**src/rtl/sysclk_ratio_pkg.sv**
```systemverilog
package sysclk_ratio_pkg;

  localparam int CTRL_W  = 3;
  localparam int SET_BIT = 0;
  localparam int USB_BIT = 2;

  typedef enum logic {
    SET_1_4_8 = 1'b0,
    SET_1_3_6 = 1'b1
  } ratio_set_e;

  // core ticks per high-speed bus strobe for each set
  localparam int HBUS_DIV_A = 4;
  localparam int HBUS_DIV_B = 3;
  // high-speed bus strobes per peripheral strobe, same in both sets
  localparam int PBUS_DIV   = 2;
  localparam int USB_DIV    = 2;

  localparam int HCNT_W = $clog2(HBUS_DIV_A > HBUS_DIV_B ? HBUS_DIV_A : HBUS_DIV_B);
  localparam int PCNT_W = (PBUS_DIV > 1) ? $clog2(PBUS_DIV) : 1;
  localparam int UCNT_W = (USB_DIV > 1) ? $clog2(USB_DIV) : 1;

  function automatic logic [HCNT_W-1:0] hbus_last(ratio_set_e s);
    return (s == SET_1_3_6) ? HCNT_W'(HBUS_DIV_B - 1) : HCNT_W'(HBUS_DIV_A - 1);
  endfunction

endpackage

```
**src/rtl/sysclk_div_ctrl.sv**
```systemverilog
module sysclk_div_ctrl
  import sysclk_ratio_pkg::*;
(
  input  logic              clk_i,
  input  logic              rst_ni,
  input  logic              wr_i,
  input  logic [CTRL_W-1:0] wdata_i,
  input  logic              align_i,
  output ratio_set_e        act_set_o,
  output logic              usb_div2_o
);

  logic [CTRL_W-1:0] cfg_q;
  ratio_set_e        act_q;

  always_ff @(posedge clk_i or negedge rst_ni) begin
    if (!rst_ni) begin
      cfg_q <= '0;
    end else if (wr_i) begin
      cfg_q <= wdata_i;
    end
  end

  // set change committed only at the common zero point
  always_ff @(posedge clk_i or negedge rst_ni) begin
    if (!rst_ni) begin
      act_q <= SET_1_4_8;
    end else if (align_i) begin
      act_q <= ratio_set_e'(cfg_q[SET_BIT]);
    end
  end

  assign act_set_o  = act_q;
  assign usb_div2_o = cfg_q[USB_BIT];

endmodule

```
**src/rtl/sysclk_bus_div.sv**
```systemverilog
module sysclk_bus_div
  import sysclk_ratio_pkg::*;
(
  input  logic       clk_i,
  input  logic       rst_ni,
  input  logic       tick_i,
  input  logic       core_gate_i,
  input  ratio_set_e act_set_i,
  output logic       align_o,
  output logic       core_en_o,
  output logic       hbus_en_o,
  output logic       pbus_en_o
);

  logic [HCNT_W-1:0] hcnt_q;
  logic [PCNT_W-1:0] pcnt_q;
  logic              h_hit, p_hit;
  logic              core_q, hbus_q, pbus_q;

  assign h_hit   = tick_i && (hcnt_q == '0);
  assign p_hit   = h_hit && (pcnt_q == '0);
  assign align_o = p_hit;

  always_ff @(posedge clk_i or negedge rst_ni) begin
    if (!rst_ni) begin
      hcnt_q <= '0;
    end else if (tick_i) begin
      if (hcnt_q >= hbus_last(act_set_i)) hcnt_q <= '0;
      else                                hcnt_q <= hcnt_q + 1'b1;
    end
  end

  generate
    if (PBUS_DIV > 1) begin : g_pcnt
      always_ff @(posedge clk_i or negedge rst_ni) begin
        if (!rst_ni) begin
          pcnt_q <= '0;
        end else if (h_hit) begin
          if (pcnt_q == PCNT_W'(PBUS_DIV - 1)) pcnt_q <= '0;
          else                                 pcnt_q <= pcnt_q + 1'b1;
        end
      end
    end else begin : g_no_pcnt
      assign pcnt_q = '0;
    end
  endgenerate

  always_ff @(posedge clk_i or negedge rst_ni) begin
    if (!rst_ni) begin
      core_q <= 1'b0;
      hbus_q <= 1'b0;
      pbus_q <= 1'b0;
    end else begin
      core_q <= tick_i && !core_gate_i;
      hbus_q <= h_hit;
      pbus_q <= p_hit;
    end
  end

  assign core_en_o = core_q;
  assign hbus_en_o = hbus_q;
  assign pbus_en_o = pbus_q;

endmodule

```
**src/rtl/sysclk_usb_div.sv**
```systemverilog
module sysclk_usb_div
  import sysclk_ratio_pkg::*;
(
  input  logic clk_i,
  input  logic rst_ni,
  input  logic src_i,
  input  logic div2_i,
  output logic usb_en_o
);

  logic [UCNT_W-1:0] ucnt_q;
  logic              hit;
  logic              usb_q;

  assign hit = src_i && (!div2_i || (ucnt_q == '0));

  always_ff @(posedge clk_i or negedge rst_ni) begin
    if (!rst_ni) begin
      ucnt_q <= '0;
    end else if (!div2_i) begin
      ucnt_q <= '0;
    end else if (src_i) begin
      if (ucnt_q == UCNT_W'(USB_DIV - 1)) ucnt_q <= '0;
      else                                ucnt_q <= ucnt_q + 1'b1;
    end
  end

  always_ff @(posedge clk_i or negedge rst_ni) begin
    if (!rst_ni) usb_q <= 1'b0;
    else         usb_q <= hit;
  end

  assign usb_en_o = usb_q;

endmodule

```
**src/rtl/sysclk_ratio_div.sv**
```systemverilog
module sysclk_ratio_div
  import sysclk_ratio_pkg::*;
(
  input  logic              clk_i,
  input  logic              rst_ni,
  input  logic              core_src_en_i,
  input  logic              ref_en_i,
  input  logic              usb_src_en_i,
  input  logic              bypass_i,
  input  logic              core_gate_i,
  input  logic              div_wr_i,
  input  logic [CTRL_W-1:0] div_wdata_i,
  output logic              core_en_o,
  output logic              hbus_en_o,
  output logic              pbus_en_o,
  output logic              usb_en_o
);

  logic       tick;
  logic       align;
  logic       usb_div2;
  ratio_set_e act_set;

  assign tick = bypass_i ? ref_en_i : core_src_en_i;

  sysclk_div_ctrl u_ctrl (
    .clk_i      (clk_i),
    .rst_ni     (rst_ni),
    .wr_i       (div_wr_i),
    .wdata_i    (div_wdata_i),
    .align_i    (align),
    .act_set_o  (act_set),
    .usb_div2_o (usb_div2)
  );

  sysclk_bus_div u_bus (
    .clk_i       (clk_i),
    .rst_ni      (rst_ni),
    .tick_i      (tick),
    .core_gate_i (core_gate_i),
    .act_set_i   (act_set),
    .align_o     (align),
    .core_en_o   (core_en_o),
    .hbus_en_o   (hbus_en_o),
    .pbus_en_o   (pbus_en_o)
  );

  sysclk_usb_div u_usb (
    .clk_i    (clk_i),
    .rst_ni   (rst_ni),
    .src_i    (usb_src_en_i),
    .div2_i   (usb_div2),
    .usb_en_o (usb_en_o)
  );

endmodule

```
**config.mk**
```make
export PLATFORM = sky130hd
export DESIGN_NAME = sysclk_ratio_div
export DESIGN_NICKNAME = d
export VERILOG_FILES = /design/src/rtl/sysclk_ratio_pkg.sv /design/src/rtl/sysclk_div_ctrl.sv /design/src/rtl/sysclk_bus_div.sv /design/src/rtl/sysclk_usb_div.sv /design/src/rtl/sysclk_ratio_div.sv
export SDC_FILE = /design/constraint.sdc
export NUM_CORES = 1
export LEC_CHECK = 0
export ABC_AREA = 1
export BUFFER_PORTS_ARGS = -buffer_cell sky130_fd_sc_hd__buf_2
export CAP_MARGIN = 15
export CORE_MARGIN = 5
export CORE_UTILIZATION = 32
export DETAILED_ROUTE_END_ITERATION = 10
export PLACE_DENSITY_LB_ADDON = 0.05
export SLEW_MARGIN = 20
export SYNTH_ARGS = -nofsm -noshare
export SYNTH_HDL_FRONTEND = slang
export SYNTH_SLANG_ARGS = --single-unit
export TNS_END_PERCENT = 5
```
**constraint.sdc**
```tcl
create_clock -name clk_i -period 1.3 [get_ports clk_i]
set_input_delay 0.195 -clock clk_i [delete_from_list [all_inputs] [get_ports clk_i]]
set_output_delay 0.195 -clock clk_i [all_outputs]
set_load 0.05 [all_outputs]
```
==> summary.md <==
| Metric | Value |
|---|---|
| Worst Hold Class | `in -> reg` |
| Leakage Power | `0.336 nW` |
| Instance count of the mapped netlist | `45` |
| Register bit total from synthesis | `11` |
| Worst Setup End Kind | `register` |
| Proportion of power drawn by the clock network | `0.212` |
| Placer's final routability congestion estimate | `0.735` |
| Startpoint class of the critical path | `register` |
| Half-perimeter wire length of the detailed placement result | `587 µm` |
| Worst Hold End | `u_bus.core_en_o` |
| Number of hold-repair buffers added at the cts stage | `1` |
| Net count after synthesis | `58` |
| Critical-path cell list | `inv_1 > ha_1 > o21ai_0 > nand3_1 > nand2_1` |
| Starting density of the core | `0.348` |
| Slew at the pin closest to its max-slew limit | `249 ps` |
| Maximum level of the CTS H-tree | `1` |
| Longest individual stage delay on the worst path | `370 ps` |
| Number of endpoints with negative hold slack in the final report | `0` |
| Net switching fraction of the power | `0.363` |
| Cell types occupying the most area after synthesis | `dfrtp_1 59%, nand2_1 8.1%, inv_1 6.5%, ha_1 5.4%, mux2_1 4.9%` |
| Core Area | `1330 µm²` |
| Vias after detailed routing | `328` |
| Power share of the sequential group | `0.450` |
| Via density per instance | `4.21` |
| Hold_sp | `core_gate_i` |
| Fraction of the mapped netlist area in compound gates | `0.0485` |
| Top_reg_cell synth | `dfrtp_1` |
| Clock skew | `1.51 ps` |
| Proportion of power drawn by combinational gates | `0.338` |
| Number of nets in the finished design | `77` |
| First-pass GRT wire length | `1.24 mm` |
| Ratio of total power to cell area | `1800 nW/µm²` |
| Reg2reg setup slack | `160 ps` |
| Gates resized, CTS repair | `0` |
| Main combinational cell family by area after synthesis | `simple AND/OR/NAND/NOR gates` |
| Crit-path slowest cell | `dfrtp_1` |
| Pins over their slew limit | `0` |
| Initial DRC Count | `3` |
| Result of the run | `completed` |
| Clock latency at the later pin of the worst-skew pair | `260 ps` |
| Post-synthesis sequential area ratio | `0.593` |
| Most numerous cell in the Yosys netlist | `dfrtp_1` |
| Worst-case vdd ir drop | `675 µV` |
| Final wirelength | `745 µm` |
| Clock sink total | `11` |
| Ports placed on the boundary | `15` |
| Synthesis Warnings | `0` |
| Vias in the first global route | `290` |
| Post-synthesis cell type with the largest combined area | `dfrtp_1` |
| Synthesized-area fraction occupied by xor and xnor cells | `0` |
| Sum of negative setup slack | `0 ps` |
| Final period utilization | `0.879` |
| Layout-stage area growth over the synthesis result | `25.9%` |
| Simple-gate area share of the yosys netlist | `0.183` |
| Clock Root Buffer | `clkbuf_4` |
| Post-CTS clock slew at the launch and capture registers of the worst setup and hold paths | `60 ps` |
| Number of synthesized flops with an enable pin | `0` |
| Number of port buffers | `13` |
| Worst flop-to-flop path startpoint | `u_bus.hcnt_q[0]` |
| First-pass iteration count of the detailed router | `4` |
| Adder-cell area share of the yosys netlist | `0.0539` |
| Die Y | `48.1 µm` |
| Area enclosed by the die boundary | `2310 µm²` |
| Synth top area share | `0.593` |
| Buf/Inv on CP | `1` |
| Number of antenna violations at the first check in global routing | `0` |
| Internal power component | `0.000671 W` |
| Proportion of synthesized area in mux cells | `0.0485` |
| Largest net degree at the start of global routing | `12` |
| CP Max Fanout | `3` |
| Worst relative slew slack | `0.834` |
| Final-report setup violation count | `0` |
| Time the final worst path needs with I/O delays and setup | `1140 ps` |
| Post-detailed-route DRC marker count | `0` |
| Routed length per instance | `9.55 µm` |
| MaxCap Viol Count | `0` |
| Cells on worst reg2reg path | `5` |
| Leading cell types by count after synthesis | `11 x dfrtp_1, 10 x nand2_1, 8 x inv_1` |
| Clock buffer depth | `2` |
| # Post-CTS Setup Buffers | `0` |
| Data required time at the worst endpoint | `1500 ps` |
| Hold slack | `72.9 ps` |
| Mapped Avg Cell Area | `10.3 µm²` |
| FFs w/ async S/R, synth | `1.00` |
| Cell Rows | `13` |
| Gr ovfl total | `0` |
| Global-route usage over all layers | `0.0808` |
| Post-synthesis instance area | `464 µm²` |
| Setup CP Type | `reg -> reg` |
| Chip width | `48.1 µm` |
| Count of different cell masters after synthesis | `15` |
| Power spent charging and discharging nets | `0.000382 W` |
| Number of clock buffers inserted by TritonCTS | `3` |
| Layout Cells excl Fill | `78` |
| Destination of the worst register-to-register timing path | `u_bus.hcnt_q[0]` |
| Cell family with the largest share of critical-path delay | `flip-flops` |
| Clock tree from TritonCTS | `done` |
| Setup repair after global routing missed its margin | `no` |
| Crit path arrival time | `1340 ps` |
| Number of nets with antenna violations after detailed routing | `0` |
| Highest attainable clock frequency | `875 MHz` |
| Diodes inserted | `0` |
| Fraction of layout instances using a drive strength above 1 | `0.317` |
| Cell depth of the worst hold path | `2` |
| Placed insts | `73` |
cell families after synthesis:
kind of cell | count (synthesis)
mux | 2
flops | 11
simple gates | 17
compound gates | 4
fa+ha+maj | 2
buf+inv | 9
flip-flops by register name (all words and copies together), names as in the netlist:
name / flops
u_bus.hcnt_q: 2
u_ctrl.cfg_q: 2
u_usb.usb_en_o: 1
u_bus.hbus_en_o: 1
u_usb.ucnt_q: 1
u_bus.pbus_en_o: 1
u_bus.core_en_o: 1
u_ctrl.act_set_o: 1
u_bus.pcnt_q: 1
layout by cell type (no fill, tap or decap), drive strengths merged:
cell type,n
buf,13
nand2,12
dfrtp,11
inv,9
clkbuf,4
nand3,3
mux2,2
o21ai,2
ha,2
nor2,1
a21boi,1
a21oi,1
nand4,1
dlygate4sd3,1
routing by layer:
layer	vias to the layer above	global-route usage	share of wire
met5	-	0	0
met4	0	0.0161	0
met3	0	0.0564	0.077
met2	8	0.119	0.48
met1	144	0.0975	0.45
li1	176	-	-
worst max path at each step:
stage	from	end	slack (ps)	cells past startpoint
finish	u_bus.hcnt_q[0]	u_bus.hcnt_q[0]	160	5
global route	u_bus.hcnt_q[0]	u_bus.hcnt_q[1]	40	5
CTS	u_bus.hcnt_q[0]	u_bus.hcnt_q[0]	140	5
detailed placement	u_bus.hcnt_q[0]	u_bus.hcnt_q[1]	150	5
global placement	u_bus.hcnt_q[0]	u_bus.hcnt_q[0]	150	5
floorplan	u_bus.hcnt_q[0]	u_bus.hcnt_q[1]	250	5
power groups by stage:
stage | Sequential, W | Clock (W) | Combinational [W]
after floorplan | 0.000556 | 0 | 0.000198
after global routing | 0.000485 | 0.000259 | 0.000409
final | 0.000474 | 0.000223 | 0.000356
after CTS | 0.000475 | 0.000241 | 0.000367
after detailed placement | 0.000479 | 0 | 0.000364
after global placement | 0.000481 | 0 | 0.000357
through the flow:
step	setup slack (ps)	instance area, µm²	util	total power, W
6_report	158	584	0.438	0.00105
2_1_floorplan	248	464	-	0.000754
3_3_place_gp	154	548	0.411	0.000838
5_1_grt	40.4	584	0.438	0.00115
3_5_place_dp	151	548	0.411	0.000843
4_1_cts	138	584	0.438	0.00108
area by class of cell:
cell class,instances,area (µm²)
clock buffer,4,26.3
fill,143,749
inverter,9,33.8
multi-input combinational,25,155
sequential,11,275
tap,15,18.8
timing repair buffer,14,75.1
Note: power is estimated with default switching activity, not from simulation.
